--- src/rtl/pwr_evt_pkg.sv ---
package pwr_evt_pkg;
  localparam int NUM_PLL     = 3;
  localparam int FLAG_POR    = 0;
  localparam int FLAG_PLL_LO = 1;
  localparam int FLAG_KEY    = FLAG_PLL_LO + NUM_PLL;
  localparam int NUM_FLAGS   = FLAG_KEY + 1;
  typedef logic [NUM_FLAGS-1:0] flag_vec_t;
endpackage

--- src/rtl/pwr_sync2.sv ---
module pwr_sync2 #(
  parameter int W = 1
) (
  input  logic         clk,
  input  logic         rst_n,
  input  logic [W-1:0] d_i,
  output logic [W-1:0] q_o
);
  logic [W-1:0] meta_q;
  logic [W-1:0] sync_q;

  always_ff @(posedge clk or negedge rst_n) begin
    if (!rst_n) begin
      meta_q <= '0;
      sync_q <= '0;
    end else begin
      meta_q <= d_i;
      sync_q <= meta_q;
    end
  end

  assign q_o = sync_q;
endmodule

--- src/rtl/pwr_key_debounce.sv ---
module pwr_key_debounce #(
  parameter int STABLE_CYCLES = 4
) (
  input  logic clk,
  input  logic rst_n,
  input  logic key_sync_i,
  output logic level_o,
  output logic press_o
);
  localparam int CNT_W = $clog2(STABLE_CYCLES + 1);
  localparam logic [CNT_W-1:0] LAST = CNT_W'(STABLE_CYCLES - 1);

  logic [CNT_W-1:0] cnt_q;
  logic             level_q;
  logic             differ;
  logic             done;

  assign differ = key_sync_i != level_q;
  assign done   = differ && (cnt_q == LAST);

  always_ff @(posedge clk or negedge rst_n) begin
    if (!rst_n) begin
      cnt_q   <= '0;
      level_q <= 1'b0;
    end else if (!differ) begin
      cnt_q <= '0;
    end else if (done) begin
      cnt_q   <= '0;
      level_q <= key_sync_i;
    end else begin
      cnt_q <= cnt_q + 1'b1;
    end
  end

  assign level_o = level_q;
  assign press_o = done && key_sync_i;

  // the debounced level moves only when the run counter has completed
  p_level_hold_r2: assert property (@(posedge clk) disable iff (!rst_n)
    (cnt_q != LAST) |=> $stable(level_q));
  // the run counter never passes its terminal value
  p_cnt_bound_r2: assert property (@(posedge clk) disable iff (!rst_n)
    cnt_q <= LAST);
endmodule

--- src/rtl/pwr_lock_watch.sv ---
module pwr_lock_watch #(
  parameter int N = 3
) (
  input  logic         clk,
  input  logic         rst_n,
  input  logic [N-1:0] lock_sync_i,
  output logic [N-1:0] loss_o
);
  logic [N-1:0] prev_q;

  always_ff @(posedge clk or negedge rst_n) begin
    if (!rst_n) prev_q <= '0;
    else        prev_q <= lock_sync_i;
  end

  for (genvar p = 0; p < N; p++) begin : g_edge
    assign loss_o[p] = prev_q[p] & ~lock_sync_i[p];

    // a loss pulse means the line was high the cycle before and is low now
    p_loss_edge_r4: assert property (@(posedge clk) disable iff (!rst_n)
      loss_o[p] |=> ($past(lock_sync_i[p]) == 1'b0) && ($past(prev_q[p]) == 1'b1));
  end
endmodule

--- src/rtl/pwr_sticky_flag.sv ---
module pwr_sticky_flag #(
  parameter bit RST_VAL = 1'b0
) (
  input  logic clk,
  input  logic arst_n,
  input  logic set_i,
  input  logic clr_i,
  output logic flag_o
);
  logic flag_q;

  always_ff @(posedge clk or negedge arst_n) begin
    if (!arst_n)     flag_q <= RST_VAL;
    else if (set_i)  flag_q <= 1'b1;
    else if (clr_i)  flag_q <= 1'b0;
  end

  assign flag_o = flag_q;

  p_set_wins_r6: assert property (@(posedge clk) disable iff (!arst_n)
    set_i |=> flag_q);
  p_sticky_r10: assert property (@(posedge clk) disable iff (!arst_n)
    (flag_q && !clr_i) |=> flag_q);
  p_w1c_r5: assert property (@(posedge clk) disable iff (!arst_n)
    (clr_i && !set_i) |=> !flag_q);
  p_no_spurious_r4: assert property (@(posedge clk) disable iff (!arst_n)
    (!flag_q && !set_i) |=> !flag_q);
endmodule

--- src/rtl/pwr_evt_status.sv ---
module pwr_evt_status
  import pwr_evt_pkg::*;
#(
  parameter int          DEB_CYCLES  = 16,
  parameter int          ADDR_W      = 8,
  parameter int          DATA_W      = 32,
  parameter logic [7:0]  STATUS_ADDR = 8'h10
) (
  input  logic              clk,
  input  logic              por_n,
  input  logic              rst_n,
  input  logic              key_raw,
  input  logic [NUM_PLL-1:0] pll_lock,
  input  logic [ADDR_W-1:0] reg_addr,
  input  logic              reg_we,
  input  logic [DATA_W-1:0] reg_wdata,
  output logic [DATA_W-1:0] reg_rdata,
  output logic              irq
);
  localparam logic [ADDR_W-1:0] MY_ADDR = ADDR_W'(STATUS_ADDR);

  logic               rst_all_n;
  logic               key_sync;
  logic               key_level;
  logic               key_press;
  logic [NUM_PLL-1:0] lock_sync;
  logic [NUM_PLL-1:0] lock_loss;
  logic               hit;
  flag_vec_t          set_vec;
  flag_vec_t          clr_vec;
  flag_vec_t          flags;

  assign rst_all_n = por_n & rst_n;

  pwr_sync2 #(.W(1)) u_key_sync (
    .clk(clk), .rst_n(rst_all_n), .d_i(key_raw), .q_o(key_sync)
  );

  pwr_key_debounce #(.STABLE_CYCLES(DEB_CYCLES)) u_deb (
    .clk(clk), .rst_n(rst_all_n), .key_sync_i(key_sync),
    .level_o(key_level), .press_o(key_press)
  );

  pwr_sync2 #(.W(NUM_PLL)) u_lock_sync (
    .clk(clk), .rst_n(rst_all_n), .d_i(pll_lock), .q_o(lock_sync)
  );

  pwr_lock_watch #(.N(NUM_PLL)) u_watch (
    .clk(clk), .rst_n(rst_all_n), .lock_sync_i(lock_sync), .loss_o(lock_loss)
  );

  assign hit     = (reg_addr == MY_ADDR);
  assign clr_vec = (reg_we && hit) ? reg_wdata[NUM_FLAGS-1:0] : '0;

  always_comb begin
    set_vec = '0;
    set_vec[FLAG_KEY] = key_press;
    set_vec[FLAG_PLL_LO +: NUM_PLL] = lock_loss;
  end

  for (genvar f = 0; f < NUM_FLAGS; f++) begin : g_flag
    if (f == FLAG_POR) begin : g_por
      pwr_sticky_flag #(.RST_VAL(1'b1)) u_flag (
        .clk(clk), .arst_n(por_n), .set_i(1'b0),
        .clr_i(clr_vec[f]), .flag_o(flags[f])
      );
    end else begin : g_evt
      pwr_sticky_flag #(.RST_VAL(1'b0)) u_flag (
        .clk(clk), .arst_n(rst_all_n), .set_i(set_vec[f]),
        .clr_i(clr_vec[f]), .flag_o(flags[f])
      );
    end
  end

  assign reg_rdata = hit ? DATA_W'(flags) : '0;
  assign irq       = flags[FLAG_KEY];

  // the power-on flag is held across a warm reset
  p_por_keep_r7: assert property (@(posedge clk) disable iff (!por_n)
    (!rst_n && !(reg_we && hit && reg_wdata[FLAG_POR])) |=> $stable(flags[FLAG_POR]));
  // a write elsewhere clears no flag
  p_miss_noclr_r8: assert property (@(posedge clk) disable iff (!rst_all_n)
    (reg_we && !hit && (flags != '0)) |=> (flags != '0));
  // the interrupt tracks the key bit of the read word
  p_irq_r9: assert property (@(posedge clk) disable iff (!rst_all_n)
    hit |-> (irq == reg_rdata[FLAG_KEY]));
endmodule

--- config.mk ---
export PLATFORM = sky130hd
export DESIGN_NAME = pwr_evt_status
export DESIGN_NICKNAME = d
export VERILOG_FILES = /design/src/rtl/pwr_evt_pkg.sv /design/src/rtl/pwr_sync2.sv /design/src/rtl/pwr_key_debounce.sv /design/src/rtl/pwr_lock_watch.sv /design/src/rtl/pwr_sticky_flag.sv /design/src/rtl/pwr_evt_status.sv
export SDC_FILE = /design/constraint.sdc
export NUM_CORES = 1
export LEC_CHECK = 0
export BUFFER_PORTS_ARGS = -buffer_cell sky130_fd_sc_hd__buf_2
export CORE_MARGIN = 2
export CORE_UTILIZATION = 30
export DETAILED_ROUTE_END_ITERATION = 12
export GPL_TIMING_DRIVEN = 0
export PLACE_DENSITY = 0.68
export SLEW_MARGIN = 0
export SYNTH_ARGS = -nofsm -noshare
export SYNTH_HDL_FRONTEND = slang
export SYNTH_SLANG_ARGS = --single-unit
--- constraint.sdc ---
create_clock -name clk -period 3 [get_ports clk]
set_clock_uncertainty 0.1 [all_clocks]
set_input_delay 0.15 -clock clk [delete_from_list [all_inputs] [get_ports clk]]
set_output_delay 0.15 -clock clk [all_outputs]
set_load 0.01 [all_outputs]
* Yosys cells after proc, flatten, opt, wreduce, memory -nomap -nowiden *
Index checks and enable logic that the tools add are counted.

cells by class
  $add $sub $neg = 1
  mux-type cells = 12
  bitwise logic cells = 7
  reductions and logical operators = 8
  equal/unequal tests = 3

operators by type and width
  cell                 number
  $mux 5               4
  $eq 8x5->1 const B   1
  $mux 1               8
  $reduce_bool 2->1    4
  $add 5x1->5 const B  1
  $eq 5x4->1 const B   1
  $and 1x1->1          4
  $logic_and 1x1->1    3
  $not 1->1            3
  $reduce_and 2->1     1
  $ne 1x1->1           1

word-level totals
  flip-flop bits (word level) = 22
  output and inout port bits = 33
  logic and storage cells = 43
  input bits = 48

* Logic depth before layout (Yosys ltp) *
Gate-level depths: netlist of the first run.

  depth after elaboration = 5
  mapped depth = 4
  depth with buffers taken out = 4

* Modules after synthesis *
From an unflattened synthesis of the first run, not the netlist that was laid out.

unflattened totals
  cell total of the unflattened synthesis = 104
  area, all modules = 1152.4 um^2

by module, submodules not included
  module                                         cells each  instances  area each (um^2)
  pwr_evt_status                                 53          1          390.4
  pwr_key_debounce                               22          1          262.8
  pwr_sync2 at u_lock_sync                       6           1          150.1
  pwr_sticky_flag at g_flag[1].g_evt.u_flag ...  3           4          36.3
  pwr_lock_watch                                 6           1          116.4
  pwr_sync2 at u_key_sync                        2           1          50.0
  pwr_sticky_flag at g_flag[0].g_por.u_flag      3           1          37.5

* Worst setup path before layout of the first run *
Ideal clock, no wire load.

  path type = register to register
  start point = reg u_deb.cnt_q[0]
  end point = reg u_deb.level_q (netlist: u_deb.level_o)
  clock period less this slack = 1.293 ns
  path slack = 1.707 ns
  data arrival time = 1.068 ns
  library setup time = 0.125 ns
  cell stages (with the launch flop) = 5
  path buffers = 0
  cell sequence = dfrtp_1 -> ha_1 -> nand3_1 -> nor2_1 -> mux2_2

on the way
  cells in the longest elaborated chain, start to end = 3

RTL lines
  element                     line                    source
  from (decl)                 pwr_key_debounce.sv:13  logic [CNT_W-1:0] cnt_q;
  from (signal assigned)      pwr_key_debounce.sv:31  cnt_q <= cnt_q + 1'b1;
  $eq 5x4->1                  pwr_key_debounce.sv:19  assign done = differ && (cnt_q == LAST);
  $logic_and 1x1->1           pwr_key_debounce.sv:19
  $reduce_and 2->1 (no line)  --
  to (signal assigned)        pwr_key_debounce.sv:29  level_q <= key_sync_i;
  to (decl)                   pwr_key_debounce.sv:14  logic level_q;

No other way between the ends.
A chain may end at the register's enable or synchronous reset.

==> results of run 1 <==
## cell usage in the layout (no fill, tap or decap), drive strengths merged
master,n
a31oi,1
a32o,1
and3,6
o21ai,1
nor4b,1
nor4,1
nand2,2
dlygate4sd3,8
ha,1
nor2b,2
clkbuf,4
a21oi,2
a22o,1
nor2,8
nand3,2
mux2,1
dfrtp,21
dfstp,1
conb,27
and2,3
buf,53
nand4,2
inv,4
xor2,3
## routing by layer
metal | routed length (um) | vias up
met4 | 36 | 0
met2 | 648 | 51
met1 | 721 | 298
met5 | 0 | -
met3 | 264 | 3
li1 | - | 376
## worst paths after layout
path	end	slack (ns)
setup / recovery	g_flag[0].g_por.u_flag.flag_o$_DFFE_PN1P_	1.56
hold / removal	g_flag[1].g_evt.u_flag.flag_o$_DFFE_PN0P_	0.03
setup reg to reg	g_flag[0].g_por.u_flag.flag_o$_DFFE_PN1P_	1.56
hold reg to reg	u_lock_sync.q_o[1]$_DFF_PN0_	0.26
max in group asynchronous	u_watch.prev_q[0]$_DFF_PN0_	1.74
min in group asynchronous	g_flag[0].g_por.u_flag.flag_o$_DFFE_PN1P_	0.22
## cell families (layout without fill, tap and decap cells)
group | Yosys count | in the layout
adders and majority gates | 1 | 1
and+or+nand+nor | 27 | 27
buffers and inverters | 31 | 69
DFF | 22 | 22
xor gates and xnor gates | 3 | 3
other | 1 | 27
muxes | 1 | 1
AOI/OAI and AO/OA | 6 | 6
## Yosys cell counts, types with 2 or more instances
library cell | count | area, um^2
dfrtp_1 | 21 | 526
nor2_1 | 8 | 30.0
buf_4 | 27 | 203
inv_1 | 4 | 15.0
xor2_1 | 3 | 26.3
and3_2 | 5 | 37.5
nand2_1 | 2 | 7.51
a21oi_1 | 2 | 10.0
nand3_1 | 2 | 10.0
and2_1 | 2 | 12.5
nor2b_1 | 2 | 12.5
nand4_1 | 2 | 12.5
## area by class of cell
type	count	area, um^2	area share (%)
plain buffers	27	203	14.0
clock buffers	4	36.3	2.51
inverters	4	15.0	1.04
multi-input cells	65	373	25.8
flip-flops and latches	22	552	38.1
well taps	46	57.6	3.98
repair buffers	34	210	14.5
## sequential cells by signal, indices dropped and copies added (netlist names)
| signal | cells |
|---|---|
| g_flag.g_evt.u_flag.flag_o | 4 |
| u_deb.cnt_q | 5 |
| u_key_sync.q_o | 1 |
| u_watch.prev_q | 3 |
| g_flag.g_por.u_flag.flag_o | 1 |
| u_key_sync.meta_q | 1 |
| u_lock_sync.meta_q | 3 |
| u_lock_sync.q_o | 3 |
| u_deb.level_o | 1 |
## power breakdown
group          total [mW]  switching, mW  internal, mW  leakage, nW
logic              0.0859         0.0399        0.0460        0.523
clock network       0.159         0.0845        0.0741       0.0210
registers           0.314        0.00550         0.308        0.271
## critical path: stages (launching register included)
cell and delay (ns):
dfstp_2 0.55, inv_1 0.04, a31oi_1 0.14, dlygate4sd3_1 0.57
## what timing repair did
item,CTS,global route
endpoints found under the setup margin,0,0
hold endpoints to repair,27,0
hold buffers,8,0
## per-stage QoR
step	hold WS (ns)	utilization, %	cell area, um^2
6_report	0.0343	43.3	1450
5_1_grt	0.0355	43.3	1450
4_1_cts	0.0120	43.3	1450
3_5_place_dp	-0.00590	39.9	1330
3_3_place_gp	-0.00616	39.9	1330
2_1_floorplan	-0.0978	-	1140
==> flow_metrics.tcl, run 1 <==
set metrics [dict create \
    yosys.area_share.simple_pct 17.4 \
    worst_slew_pin_slew_ns 0.882 \
    yosysWarnings 0 \
    vdd_drop_max_uv 159 \
    top_usage_layer "met2" \
    synth-edff-count 0 \
    synth_xor_area_share_pct 2.51 \
    stdcell_count 202 \
    syn_to_final_growth_pct 38.4 \
    worst_skew_pair.late_latency_ns 0.31 \
    core_area_mm2 0.00334 \
    diodes 0 \
    synth_compound_area_share_pct 3.83 \
    crit_type "reg -> reg" \
    rsz0062_at_grt "false" \
    setup_ws_ns 1.56 \
    place_ws_ns 1.62 \
    clkSlewWorstSetupHoldPaths_ns 0.11 \
    ys_seq_area_share_pct 52.8 \
    cts_setup_buffers 0 \
    wl_per_cell_um 8.27 \
    cts_sinks 22 \
    maxCapViolations 0 \
    crit_start "g_flag[0].g_por.u_flag.flag_o$_DFFE_PN1P_" \
    fin_crit_sh_pct 48.0 \
    final_layout_size_suffix_gt1_share_pct 42.9 \
    outcome "finished, final reports clean" \
    drc 0 \
    use_met2_pct 13.7 \
    crit_required_ns 3.15 \
    hpwl_um 1350 \
    fp.dieH_um 63.0 \
    avgSynthCellArea_um2 11.4 \
    num_vias 728 \
    slew_violations 0 \
    root_buffer "clkbuf_4" \
    initial_core_util_pct 31.3 \
    synth_cell_type_count 24 \
    grt_pass1_wl_um 2840 \
    gr-total-overflow 0 \
    synth-main-ff-cell "dfrtp_1" \
    power_mw 0.558 \
    whs_path_depth 4 \
    die_w_um 63.0 \
    setup_viol 0 \
    drt_first_iter_violations 16 \
    place_inst 190 \
    wl_um 1670 \
    hp-start "reg_wdata[1]" \
    cp-end-kind "register" \
    port_buffers 26 \
    finalHoldViolCount 0 \
    period_needed_ns 1.44 \
    cts.repair.resized 0 \
    nNetsFinal 206 \
    cts_tree "yes" \
    clock_path_buffers 2 \
    dieArea_mm2 0.00397 \
    grt_usage_pct 9.10 \
    fill_cells 307 \
    via_per_inst 3.60 \
    drt-pass1-iter-count 4 \
    use_met1_pct 10.5 \
    syn_area_mm2 0.00104 \
    syn_inst 92 \
    fin_setup_tns_ns 0 \
    hp-class "in -> reg" \
    cts_buffers 3 \
    pin_count 81 \
    yosys.area_share.adder_pct 1.20 \
    grt.met3_usage_pct 3.96 \
    slew_headroom_pct 41.2 \
    rows 21 \
    reg2reg_depth 3 \
    leakage_nw 0.815 \
    ys_seq_elements 22 \
    place.gp.congestion 0.701 \
    worstPathMaxFanout 2 \
    power.density_mw_per_mm2 386 \
    grt_pass1_vias 645 \
    htreeDepth 1 \
    max_freq_mhz 695 \
    postRouteAntennaNets 0 \
    synth_top_family_by_area "buffers and inverters" \
    grt_max_degree 22 \
    arrival_ns 1.59 \
    r2r_start "g_flag[0].g_por.u_flag.flag_o$_DFFE_PN1P_" \
    antenna_found_initial 0 \
    async_reset_ff_share_pct 100 \
    cp-start-kind "register" \
    synth_mux_area_share_pct 1.08 \
]
(Power assumes the default switching activity.)
==> run 2: changes to the inputs <==
Clock period 3 ns to 1.5 ns, I/O delays scaled along.
==> run 2 against run 1 <==
Flip-flop and latch count did not move. Setup slack got worse by 1.5 ns. Critical path depth rose by 2. Sequential share of layout area fell by 1.3 points. First-iteration DRC count fell by 38%. Register-to-register slack got worse by 1.5 ns. Wire length rose by 2.1%. Clock power rose by 100%. Critical path type is now in -> reg. Highest routed layer unchanged.
==> flow_metrics.tcl, run 2 (synthesis results as in run 1) <==
set metrics [dict create \
    power_mw 1.13 \
    cts_sinks 22 \
    period_needed_ns 1.43 \
    slowest_stage "dlygate4sd3_1" \
    wl_um 1710 \
    place_ws_ns 0.124 \
    fin_crit_sh_pct 95.2 \
    diodes 0 \
    finalHoldViolCount 0 \
    port_buffers 26 \
    setup_ws_ns 0.0727 \
    vdd_drop_max_uv 318 \
    clkSlewWorstSetupHoldPaths_ns 0.12 \
    finalCoreUtilization_pct 44.8 \
    clock_path_buffers 2 \
    gr-total-overflow 0 \
    crit_required_ns 1.61 \
    leakage_nw 0.833 \
    outcome "finished, final reports clean" \
    die_w_um 63.0 \
    wl_per_cell_um 8.24 \
    dieArea_mm2 0.00397 \
    worstPathMaxFanout 1 \
    drc 0 \
    antenna_found_initial 0 \
    cp-start-kind "input port" \
    path_cells "dlygate4sd3_1 > buf_2 > nand4_1 > dlygate4sd3_1 > a32o_1" \
    place.gp.congestion 0.701 \
    postRouteAntennaNets 0 \
    grt_usage_pct 9.22 \
    worst_slew_pin_slew_ns 0.880 \
    fp.dieH_um 63.0 \
    hpwl_um 1350 \
    drt-pass1-iter-count 4 \
    core_area_mm2 0.00334 \
    final_cell_mix "buf_4, conb_1, buf_2, dfrtp_1, dlygate4sd3_1" \
    crit_type "in -> reg" \
    cts_tree "yes" \
    rsz0062_at_grt "false" \
    pin_count 81 \
    setup_viol 0 \
    top_register "u_deb.cnt_q" \
    fill_cells 301 \
    max_stage_delay_ns 0.57 \
    final_layout_size_suffix_gt1_share_pct 41.6 \
    crit_start "reg_wdata[4]" \
    initial_core_util_pct 31.3 \
    grt_pass1_wl_um 2880 \
    slew_violations 0 \
    slew_headroom_pct 41.3 \
    hp-class "in -> reg" \
    root_buffer "clkbuf_4" \
    via_per_inst 3.61 \
    num_vias 748 \
    cts_hold_buf 13 \
    arrival_ns 1.54 \
    syn_to_final_growth_pct 43.2 \
    max_freq_mhz 701 \
    maxCapViolations 0 \
    worst_skew_pair.late_latency_ns 0.31 \
    htreeDepth 1 \
    drt_first_iter_violations 10 \
    nNetsFinal 211 \
    grt_pass1_vias 653 \
    rows 21 \
    r2r_start "g_flag[0].g_por.u_flag.flag_o$_DFFE_PN1P_" \
    hp-start "reg_we" \
    cts_buffers 3 \
    largest_register_ffs 5 \
    fin_setup_tns_ns 0 \
    grt_max_degree 22 \
    cts.repair.resized 0 \
    path_common_cell "dlygate4sd3_1" \
    power.density_mw_per_mm2 752 \
    cp-end-kind "register" \
    cts_setup_buffers 0 \
]
run 2: worst paths after layout:
check / endpoint / slack [ns] / cells after the start
worst max-delay path: g_flag[4].g_evt.u_flag.flag_o$_DFFE_PN0P_ / 0.07 / 5
worst max register to register: g_flag[0].g_por.u_flag.flag_o$_DFFE_PN1P_ / 0.09 / 3
min in group asynchronous: g_flag[0].g_por.u_flag.flag_o$_DFFE_PN1P_ / 0.14 / 2
worst min-delay path: g_flag[3].g_evt.u_flag.flag_o$_DFFE_PN0P_ / 0.02 / 3
worst min register to register: u_lock_sync.q_o[1]$_DFF_PN0_ / 0.26 / 0
max in group asynchronous: u_lock_sync.q_o[0]$_DFF_PN0_ / 0.31 / 3
run 2: per-stage QoR:
| step | hold WS, ns | std cells | instance area, um^2 |
|---|---|---|---|
| 2_1_floorplan | -0.173 | 118 | 1140 |
| 3_3_place_gp | -0.0812 | 190 | 1330 |
| 3_5_place_dp | -0.0809 | 190 | 1330 |
| 4_1_cts | 0.00835 | 207 | 1500 |
| 5_1_grt | 0.0504 | 207 | 1500 |
| 6_report | 0.0171 | 207 | 1500 |
run 2: where the power goes:
part	leakage [nW]	switching [mW]	internal (mW)	total, mW
Sequential	0.271	0.0109	0.617	0.628
Clock	0.0210	0.169	0.148	0.318
Combinational	0.541	0.0812	0.0987	0.180
Total	0.833	0.261	0.864	1.13
run 2: critical path, delay by kind of cell:
family | cells | cell delay, ns
compound gates | 1 | 0.20
buf+inv | 3 | 1.19
simple gates | 1 | 0.07
run 2: layout make-up:
class                           count  area, um^2  area share, %
Clock buffer                        4        36.3           2.42
Tap cell                           46        57.6           3.85
Timing Repair Buffer               39         260           17.4
Buffer                             27         203           13.5
Sequential cell                    22         552           36.9
Inverter                            4        15.0           1.00
Multi-Input combinational cell     65         373           24.9
run 2: per-layer routing:
| metal | global-route usage (%) | routed length, um | vias up |
|---|---|---|---|
| li1 | - | - | 384 |
| met1 | 10.8 | 746 | 310 |
| met2 | 13.8 | 670 | 51 |
| met3 | 3.78 | 253 | 3 |
| met4 | 5.83 | 36 | 0 |
| met5 | 0 | 0 | - |
